`src/rtl/fcap_pkg.sv`:
```
package fcap_pkg;

   // bits each fault line takes in the status byte: level above flag
   localparam int unsigned FCAP_BITS_PER_LINE = 2;

   // which register the bus currently addresses
   typedef enum logic [1:0] {
      FCAP_SEL_NONE = 2'd0,
      FCAP_SEL_STAT = 2'd1,
      FCAP_SEL_ACK  = 2'd2
   } fcap_sel_e;

   // bit position of the level of line index k (0-based)
   function automatic int unsigned fcap_lvl_pos(input int unsigned k);
      return FCAP_BITS_PER_LINE * k + 1;
   endfunction

   // bit position of the event flag of line index k (0-based)
   function automatic int unsigned fcap_flag_pos(input int unsigned k);
      return FCAP_BITS_PER_LINE * k;
   endfunction

endpackage

```
`src/rtl/fcap_sync.sv`:
```
// Multi-stage synchronizer for a vector of asynchronous lines.
// No reset: the level path follows the pins regardless of reset.
module fcap_sync #(
   parameter int unsigned WIDTH  = 4,
   parameter int unsigned STAGES = 2
) (
   input  logic             clk,
   input  logic [WIDTH-1:0] d,
   output logic [WIDTH-1:0] q,      // last stage
   output logic [WIDTH-1:0] q_pre   // stage before the last
);

   localparam int unsigned LAST = STAGES - 1;

   logic [WIDTH-1:0] stage_q [STAGES];

   always_ff @(posedge clk) begin
      stage_q[0] <= d;
   end

   for (genvar g = 1; g < STAGES; g++) begin : g_stage
      always_ff @(posedge clk) begin
         stage_q[g] <= stage_q[g-1];
      end
   end

   assign q     = stage_q[LAST];
   assign q_pre = stage_q[LAST-1];

endmodule

```
`src/rtl/fcap_chan.sv`:
```
// One fault line: edge detect and sticky event flag with set priority.
module fcap_chan (
   input  logic clk,
   input  logic rst_n,
   input  logic lvl_new,   // value that enters the last sync stage next
   input  logic lvl_cur,   // synchronized level
   input  logic ack_clr,   // write-one acknowledge for this line
   output logic rise,
   output logic flag
);

   assign rise = lvl_new & ~lvl_cur;

   always_ff @(posedge clk or negedge rst_n) begin
      if (!rst_n) begin
         flag <= 1'b0;
      end else begin
         flag <= rise | (flag & ~ack_clr);
      end
   end

endmodule

```
`src/rtl/fcap_regif.sv`:
```
// Address decode, acknowledge strobes and read multiplexer.
module fcap_regif
   import fcap_pkg::*;
#(
   parameter int unsigned N_LINES   = 4,
   parameter int unsigned ADDR_W    = 4,
   parameter int unsigned DATA_W    = 8,
   parameter int unsigned STAT_ADDR = 0,
   parameter int unsigned ACK_ADDR  = 1
) (
   input  logic [ADDR_W-1:0]  bus_addr,
   input  logic               bus_we,
   input  logic [DATA_W-1:0]  bus_wdata,
   input  logic [N_LINES-1:0] lvl,
   input  logic [N_LINES-1:0] flag,
   output logic [N_LINES-1:0] ack_clr,
   output logic [DATA_W-1:0]  bus_rdata
);

   localparam logic [ADDR_W-1:0] STAT_A = ADDR_W'(STAT_ADDR);
   localparam logic [ADDR_W-1:0] ACK_A  = ADDR_W'(ACK_ADDR);

   fcap_sel_e sel;

   always_comb begin
      if (bus_addr == STAT_A) begin
         sel = FCAP_SEL_STAT;
      end else if (bus_addr == ACK_A) begin
         sel = FCAP_SEL_ACK;
      end else begin
         sel = FCAP_SEL_NONE;
      end
   end

   // write-one clear strobes: only bits set to 1 act
   always_comb begin
      ack_clr = '0;
      if (bus_we && sel == FCAP_SEL_ACK) begin
         ack_clr = bus_wdata[N_LINES-1:0];
      end
   end

   if (DATA_W > N_LINES) begin : g_wide
      logic unused_hi_wdata;
      assign unused_hi_wdata = ^bus_wdata[DATA_W-1:N_LINES];
   end

   // status byte, interleaved level/flag; acknowledge reads as zero
   always_comb begin
      bus_rdata = '0;
      if (sel == FCAP_SEL_STAT) begin
         for (int k = 0; k < N_LINES; k++) begin
            bus_rdata[fcap_lvl_pos(k)]  = lvl[k];
            bus_rdata[fcap_flag_pos(k)] = flag[k];
         end
      end
   end

endmodule

```
`src/rtl/fault_capture.sv`:
```
module fault_capture
   import fcap_pkg::*;
#(
   parameter int unsigned N_LINES     = 4,
   parameter int unsigned ADDR_W      = 4,
   parameter int unsigned DATA_W      = 8,
   parameter int unsigned SYNC_STAGES = 2,
   parameter int unsigned STAT_ADDR   = 0,
   parameter int unsigned ACK_ADDR    = 1
) (
   input  logic               clk,
   input  logic               rst_n,
   input  logic [ADDR_W-1:0]  bus_addr,
   input  logic               bus_we,
   input  logic [DATA_W-1:0]  bus_wdata,
   output logic [DATA_W-1:0]  bus_rdata,
   input  logic [N_LINES-1:0] flt_in,
   output logic               any_event
);

   localparam int unsigned STAT_BITS = FCAP_BITS_PER_LINE * N_LINES;
   localparam int unsigned ADDR_SPAN = 1 << ADDR_W;

   // elaboration-time parameter checks
   if (N_LINES < 1) begin : g_chk_lines
      $error("fault_capture: N_LINES must be at least 1");
   end
   if (DATA_W < STAT_BITS) begin : g_chk_width
      $error("fault_capture: DATA_W too narrow for the status byte");
   end
   if (SYNC_STAGES < 2) begin : g_chk_sync
      $error("fault_capture: SYNC_STAGES must be at least 2");
   end
   if (STAT_ADDR == ACK_ADDR) begin : g_chk_addr
      $error("fault_capture: status and acknowledge addresses collide");
   end
   if (STAT_ADDR >= ADDR_SPAN || ACK_ADDR >= ADDR_SPAN) begin : g_chk_span
      $error("fault_capture: register address outside ADDR_W");
   end

   logic [N_LINES-1:0] lvl_sync;
   logic [N_LINES-1:0] lvl_pre;
   logic [N_LINES-1:0] ack_clr;
   logic [N_LINES-1:0] rise_w;
   logic [N_LINES-1:0] flag_q;

   fcap_sync #(
      .WIDTH  (N_LINES),
      .STAGES (SYNC_STAGES)
   ) u_sync (
      .clk   (clk),
      .d     (flt_in),
      .q     (lvl_sync),
      .q_pre (lvl_pre)
   );

   for (genvar k = 0; k < N_LINES; k++) begin : g_line
      fcap_chan u_chan (
         .clk     (clk),
         .rst_n   (rst_n),
         .lvl_new (lvl_pre[k]),
         .lvl_cur (lvl_sync[k]),
         .ack_clr (ack_clr[k]),
         .rise    (rise_w[k]),
         .flag    (flag_q[k])
      );
   end

   fcap_regif #(
      .N_LINES   (N_LINES),
      .ADDR_W    (ADDR_W),
      .DATA_W    (DATA_W),
      .STAT_ADDR (STAT_ADDR),
      .ACK_ADDR  (ACK_ADDR)
   ) u_regif (
      .bus_addr  (bus_addr),
      .bus_we    (bus_we),
      .bus_wdata (bus_wdata),
      .lvl       (lvl_sync),
      .flag      (flag_q),
      .ack_clr   (ack_clr),
      .bus_rdata (bus_rdata)
   );

   assign any_event = |flag_q;

endmodule

```
`config.mk`:
```
export PLATFORM = sky130hd
export DESIGN_NAME = fault_capture
export DESIGN_NICKNAME = d
export VERILOG_FILES = /design/src/rtl/fcap_pkg.sv /design/src/rtl/fcap_sync.sv /design/src/rtl/fcap_chan.sv /design/src/rtl/fcap_regif.sv /design/src/rtl/fault_capture.sv
export SDC_FILE = /design/constraint.sdc
export NUM_CORES = 1
export LEC_CHECK = 0
export BUFFER_PORTS_ARGS = -buffer_cell sky130_fd_sc_hd__buf_2
export CORE_MARGIN = 1
export CORE_UTILIZATION = 36
export CTS_CLUSTER_DIAMETER = 30
export DETAILED_ROUTE_END_ITERATION = 10
export PLACE_DENSITY_LB_ADDON = 0.05
export SLEW_MARGIN = 20
export SYNTH_ARGS = -nofsm -noshare
export SYNTH_HDL_FRONTEND = slang
export SYNTH_SLANG_ARGS = --single-unit
export TNS_END_PERCENT = 50
```
`constraint.sdc`:
```
create_clock -name clk -period 0.8 [get_ports clk]
set_input_delay 0.08 -clock clk [delete_from_list [all_inputs] [get_ports clk]]
set_output_delay 0.08 -clock clk [all_outputs]
set_load 0.02 [all_outputs]
```
Word level (Yosys, flattened, before mapping)
Memories as Yosys holds them, arrays and structs flattened.
Cells that the tools add are included.
{ "totals": {"ramBits": 8, "input_bits": 19, "register_bits": 4, "wordCells": 35, "out_inout_bits": 9, "mem_count": 1} }
{ "memory_table": {"columns": ["name", "words", "word_bits", "rd", "rd_clocked_by_memory_dff", "write_ports", "line_no", "rtl"], "rows": [
  ["u_sync.stage_q", 2, 4, 2, 0, 2, "fcap_sync.sv:15", "logic [WIDTH-1:0] stage_q [STAGES];"]
]} }
{ "classes": {"mux": 4, "reduce_logical": 3, "n_bitwise": 20, "eq_ne": 3} }
{ "ops": {"columns": ["cell", "count"], "rows": [
  ["$and 1x1->1", 8],
  ["$mux 8", 1],
  ["$not 1->1", 8],
  ["$eq 4x1->1 const B", 1],
  ["$logic_not 4->1", 1],
  ["$mux 2", 2],
  ["$mux 4", 1],
  ["$or 1x1->1", 4],
  ["$reduce_or 4->1", 1],
  ["$eq 2x1->1 const B", 1],
  ["$eq 2x2->1 const B", 1],
  ["$logic_and 1x1->1", 1]
]} }

Logic depth before layout (Yosys ltp)
{ "logic_depth": {"depth_word": 9, "mapped_depth": 2, "depth_no_buf": 2} }

Modules after synthesis
From an unflattened synthesis, not the netlist that was laid out.
{ "hier_totals": {"cells_unflattened": 43, "hier_area_um2": 485.5} }
{ "by_module_without_submodules": {"columns": ["module", "cells_per_inst", "area_per_inst_um2", "instances", "seq_area_each_um2"], "rows": [
  ["fcap_chan", 4, 50.0, 4, 25.0],
  ["fcap_sync", 8, 160.2, 1, 160.2],
  ["fcap_regif", 18, 117.6, 1, 0.0],
  ["fault_capture", 1, 7.5, 1, 0.0]
]} }

Least setup slack after synthesis
OpenSTA, ideal clock, no wires.
{ "synth_timing": {"path_type": "in2out", "start": "in bus_addr[1]", "end": "out bus_rdata[0]", "t_required_ps": 720, "t_arrival_ps": 689, "path_stages": 2, "n_path_buf": 0, "path_slack_ps": 31, "path_cell_list": "nor4_4 -> and2_1"} }
{ "synth_via": {"elab_chain_cells": 5, "elab_cells_between_ends": 6, "classes_between": "2 x eq/ne; 3 x mux; 1 x reduce/logical"} }
{ "synth_lines": {"columns": ["item", "line_no", "rtl"], "rows": [
  ["from (decl)", "fault_capture.sv:13", "input logic [ADDR_W-1:0] bus_addr,"],
  ["$eq 4x1->1", "fcap_regif.sv:28", "end else if (bus_addr == ACK_A) begin"],
  ["$mux 2", "fcap_regif.sv:28", null],
  ["$mux 2 (*)", "fcap_regif.sv:26", "if (bus_addr == STAT_A) begin"],
  ["$eq 2x1->1 (*)", "fcap_regif.sv:51", "if (sel == FCAP_SEL_STAT) begin"],
  ["$mux 8 (*)", "fcap_regif.sv:51", null],
  ["to (decl)", "fault_capture.sv:16", "output logic [DATA_W-1:0] bus_rdata,"]
]} }
Mark *: on every way between the ends. The rest lies on a longest branch, timed or not.

Final worst setup path
{ "layout_timing": {"start": "reg g_line[0].u_chan.flag", "end": "out any_event"} }
{ "layout_via": {"elab_chain_cells": 1} }
{ "layout_lines": {"columns": ["item", "line_no", "rtl"], "rows": [
  ["from (decl)", "fcap_chan.sv:9", "output logic flag"],
  ["from (signal assigned)", "fcap_chan.sv:18", "flag <= rise | (flag & ~ack_clr);"],
  ["$reduce_or 4->1", "fault_capture.sv:85", "assign any_event = |flag_q;"],
  ["to (decl)", "fault_capture.sv:18", "output logic any_event"]
]} }
No other way between the ends.

==> flow_summary.html <==
<table>
<tr><th>Metric</th><th>Value</th></tr>
<tr><th colspan="2">Run status</th></tr>
<tr><td>Run status</td><td>finished with violations</td></tr>
<tr><td>Failing checks</td><td>setup timing</td></tr>
<tr><th colspan="2">Critical path</th></tr>
<tr><td>R2R Setup Slk</td><td>-150 ps</td></tr>
<tr><td>Reg-to-reg endpoint</td><td>g_line[3].u_chan.flag</td></tr>
<tr><td>Largest delay contributor family on the critical path</td><td>flip-flops</td></tr>
<tr><td>Crit. path cell count</td><td>3</td></tr>
<tr><td>Worst path bufs/invs</td><td>2</td></tr>
<tr><td>Highest cell delay on the worst timing path</td><td>just over 400 ps</td></tr>
<tr><td>Reg2Reg Launch Point</td><td>g_line[3].u_chan.flag</td></tr>
<tr><td>Last element of the critical path</td><td>any_event</td></tr>
<tr><td>R2r worst-path depth</td><td>3</td></tr>
<tr><td>Startpoint kind of the worst setup timing path</td><td>register</td></tr>
<tr><td>Maximum fanout along the worst path</td><td>4</td></tr>
<tr><td>Endpoint arrival time on the critical path</td><td>1000 ps</td></tr>
<tr><td>Cells along the critical path</td><td>inv_2 -&gt; nand4_1 -&gt; buf_4</td></tr>
<tr><td>Critical Path RT</td><td>720 ps</td></tr>
<tr><td>Category of the worst setup path capture point</td><td>primary output</td></tr>
<tr><td>Start-to-end type of the worst setup path</td><td>reg -&gt; out</td></tr>
<tr><td>Launching element of the worst setup path</td><td>g_line[0].u_chan.flag</td></tr>
<tr><td>Cell with the largest stage delay on the worst path</td><td>dfrtp_1</td></tr>
<tr><th colspan="2">Global routing</th></tr>
<tr><td>Vias in the first global route</td><td>443</td></tr>
<tr><td>Met3 Use GR</td><td>~5.8%</td></tr>
<tr><td>Global-route wire length before repair</td><td>1840 um</td></tr>
<tr><td>Total gr overflow</td><td>0</td></tr>
<tr><td>GR Util All Layers</td><td>19.3%</td></tr>
<tr><td>Maximum number of pins on one net before global-route repair</td><td>9</td></tr>
<tr><td>Peak-usage layer in the global routing report</td><td>met2</td></tr>
<tr><td>GR Layer Usage met2</td><td>33.8%</td></tr>
<tr><td>Initial antenna violation count</td><td>0</td></tr>
<tr><td>Met1 demand-to-capacity share in global routing</td><td>about a fifth</td></tr>
<tr><th colspan="2">Floorplan</th></tr>
<tr><td>DIE AREA</td><td>1490 um^2</td></tr>
<tr><td>Number of top-level pins</td><td>28</td></tr>
<tr><td>Core outline area</td><td>1170 um^2</td></tr>
<tr><td>Vertical extent of the die</td><td>38.6 um</td></tr>
<tr><td>Die X-Extent</td><td>38.6 um</td></tr>
<tr><td>Starting Density</td><td>between 40% and 50%</td></tr>
<tr><td>Placement Rows</td><td>12</td></tr>
<tr><th colspan="2">Timing</th></tr>
<tr><td>Number of endpoints failing setup at the final stage</td><td>13</td></tr>
<tr><td>Setup repair after global routing missed its margin</td><td>true</td></tr>
<tr><td>Max Transition Viols Final</td><td>0</td></tr>
<tr><td>Final-layout setup total negative slack</td><td>-2270 ps</td></tr>
<tr><td>Clock tree skew after final layout</td><td>8.45 ps</td></tr>
<tr><td>Slew at the pin closest to its max-slew limit</td><td>around 280 ps</td></tr>
<tr><td>Smallest hold slack</td><td>17.9 ps</td></tr>
<tr><td>Final period demand of the worst path</td><td>1080 ps</td></tr>
<tr><td>Final worst path period share</td><td>134%</td></tr>
<tr><td>Final hold viol count</td><td>0</td></tr>
<tr><td>Max frequency</td><td>930 MHz</td></tr>
<tr><td>Setup slack of the critical path after layout</td><td>-275 ps</td></tr>
<tr><td>Slew Limit Headroom</td><td>81.3%</td></tr>
<tr><th colspan="2">Cells and area</th></tr>
<tr><td>Layout overhead on the synthesized area</td><td>84.5%</td></tr>
<tr><td>Fraction of final layout cells sized beyond drive strength 1</td><td>67.4%</td></tr>
<tr><td>Most used cells in the layout excluding fill and tap cells</td><td>buf_4, buf_2, buf_6</td></tr>
<tr><td>Multi-input combinational cell area</td><td>235 um^2</td></tr>
<tr><td>Layout Nets</td><td>~110</td></tr>
<tr><td>Antenna diode count</td><td>0</td></tr>
<tr><td>Most common cell after layout, fill and taps aside</td><td>buf_4</td></tr>
<tr><td>Post-Layout Inst Area</td><td>891 um^2</td></tr>
<tr><td>Sequential cell area in the final layout</td><td>263 um^2</td></tr>
<tr><td>Filler cells</td><td>slightly below 90</td></tr>
<tr><th colspan="2">Yosys</th></tr>
<tr><td>Post-synthesis mux area share</td><td>0%</td></tr>
<tr><td>Fraction of the yosys area taken by sequential cells</td><td>53.9%</td></tr>
<tr><td>Area share of and/or/nand/nor cells after synthesis</td><td>21.2%</td></tr>
<tr><td>Combinational family with the most area after synthesis</td><td>compound AO/OA/AOI/OAI gates</td></tr>
<tr><td>Number of warning messages in the yosys log</td><td>0</td></tr>
<tr><td>Compound-Gate Fraction of Synth Area</td><td>between 20% and 30%</td></tr>
<tr><td>Number of storage elements in the synthesis netlist</td><td>12</td></tr>
<tr><td>Cell Area, Synth</td><td>about 480 um^2</td></tr>
<tr><td>Avg Inst Size Synth</td><td>~11 um^2</td></tr>
<tr><td>Xor/xnor share of the synthesized area</td><td>0%</td></tr>
<tr><td>Post-synthesis instance total</td><td>42</td></tr>
<tr><td>Number of distinct standard cells referenced by the synthesized netlist</td><td>10</td></tr>
<tr><td>Area share of fa/ha/maj cells after synthesis</td><td>0%</td></tr>
<tr><td>Net count after synthesis</td><td>61</td></tr>
<tr><th colspan="2">Clock network</th></tr>
<tr><td>Clock latency reported for the late side of the worst-skew pair</td><td>270 ps</td></tr>
<tr><td>Worst-case clock buffer depth</td><td>2</td></tr>
<tr><td>Clock input transition at the sequential cells of the worst setup and hold paths</td><td>80 ps</td></tr>
<tr><td>Clk sink count</td><td>12</td></tr>
<tr><td>CTS buffer count</td><td>3</td></tr>
<tr><td>Clock root buffer</td><td>clkbuf_4</td></tr>
<tr><td>CTS HTree Levels</td><td>1</td></tr>
<tr><td>Clock tree from TritonCTS</td><td>built</td></tr>
<tr><th colspan="2">Drt</th></tr>
<tr><td>Via Count</td><td>between 400 and 500</td></tr>
<tr><td>Average routed wire per standard cell</td><td>12.1 um</td></tr>
<tr><td>Residual DRC</td><td>0</td></tr>
<tr><td>Residual antenna-violating net count after detailed routing</td><td>0</td></tr>
<tr><td>Mean number of vias per cell</td><td>4.71</td></tr>
<tr><td>Detailed Routing Iterations Pass 1</td><td>2</td></tr>
<tr><td>Number of DRC markers after the initial detailed-route iteration</td><td>2</td></tr>
<tr><td>Post-detailed-routing wire length</td><td>1210 um</td></tr>
<tr><th colspan="2">Placement</th></tr>
<tr><td>IO buf count</td><td>23</td></tr>
<tr><td>Cell area reported after detailed placement</td><td>653 um^2</td></tr>
<tr><td>GPL Wtd Cong</td><td>0.678</td></tr>
<tr><td>HPWL Detailed</td><td>821 um</td></tr>
<tr><th colspan="2">Power and ir drop</th></tr>
<tr><td>Post-layout power</td><td>0.00130 W</td></tr>
<tr><td>Leakage</td><td>0.426 nW</td></tr>
<tr><td>Cell Pwr Density</td><td>~1500 nW/um^2</td></tr>
<tr><td>Worst-case vdd ir drop</td><td>1.10 mV</td></tr>
<tr><th colspan="2">Flow run</th></tr>
<tr><td>Max capacitance violation total</td><td>0</td></tr>
<tr><th colspan="2">Hold path</th></tr>
<tr><td>HP Class</td><td>in -&gt; reg</td></tr>
</table>
where the power goes:
group          internal (W)  switching (W)
sequential         0.000625      0.0000112
combinational      0.000115      0.0000754
clock              0.000276       0.000201
total               0.00102       0.000288
cell families (layout without fill, tap and decap cells):
logic type	count (synthesis)	after routing
AND/OR/NAND/NOR	14	14
flip-flops	12	12
buffers and inverters	4	48
AO/OA/AOI/OAI	12	12
cell type report:
cell class	instances	share of cell area, %
timing repair buffer	40	36.4
sequential	12	29.5
tap	14	1.97
multi-input combinational	26	26.4
clock buffer	4	4.07
inverter	4	1.69
layer usage:
metal,wire length [um],vias to the layer above
met1,506,207
met2,627,20
met5,0,-
met3,75,0
met4,0,0
li1,-,244
worst min-delay path by stage:
stage | start | endpoint | slack (ps) | depth (start not counted)
floorplan | rst_n | g_line[0].u_chan.flag | -220 | 0
global placement | rst_n | g_line[1].u_chan.flag | -100 | 1
detailed placement | rst_n | g_line[1].u_chan.flag | -100 | 1
CTS | bus_wdata[1] | g_line[1].u_chan.flag | 20 | 2
global route | bus_wdata[1] | g_line[1].u_chan.flag | 8 | 2
finish | bus_wdata[0] | g_line[0].u_chan.flag | 20 | 2
what timing repair did:
item                                   4_1_cts  5_1_grt
endpoints found under the hold margin        8        0
gates resized for setup                     24       11
hold buffers                                 5        0
pin swaps                                    4        5
setup endpoints to repair                   13       13
setup buffers                                5        2
sequential cells by signal, summed over array words and instances, names as in the netlist:
| signal | flops |
|---|---|
| g_line.u_chan.flag | 4 |
| u_sync.stage_q | 8 |
stage by stage:
step,std cells,util [%],setup slack [ps]
floorplan,42,-,31.1
global placement,84,55.8,-189
detailed placement,84,55.8,-210
CTS,98,72.1,-290
global route,100,76.1,-339
finish,100,76.1,-275
Yosys cell counts (all sizes together):
cell / number / area [um^2]
and2: 8 / 50.1
o31ai: 4 / 30.0
dfrtp: 4 / 100
nor4: 1 / 21.3
o2111ai: 4 / 35.0
dfxtp: 8 / 160
nand2b: 4 / 25.0
nand4: 1 / 6.26
a21bo: 4 / 40.0
inv: 4 / 15.0
No activity file was read; power rests on OpenSTA's default activity.
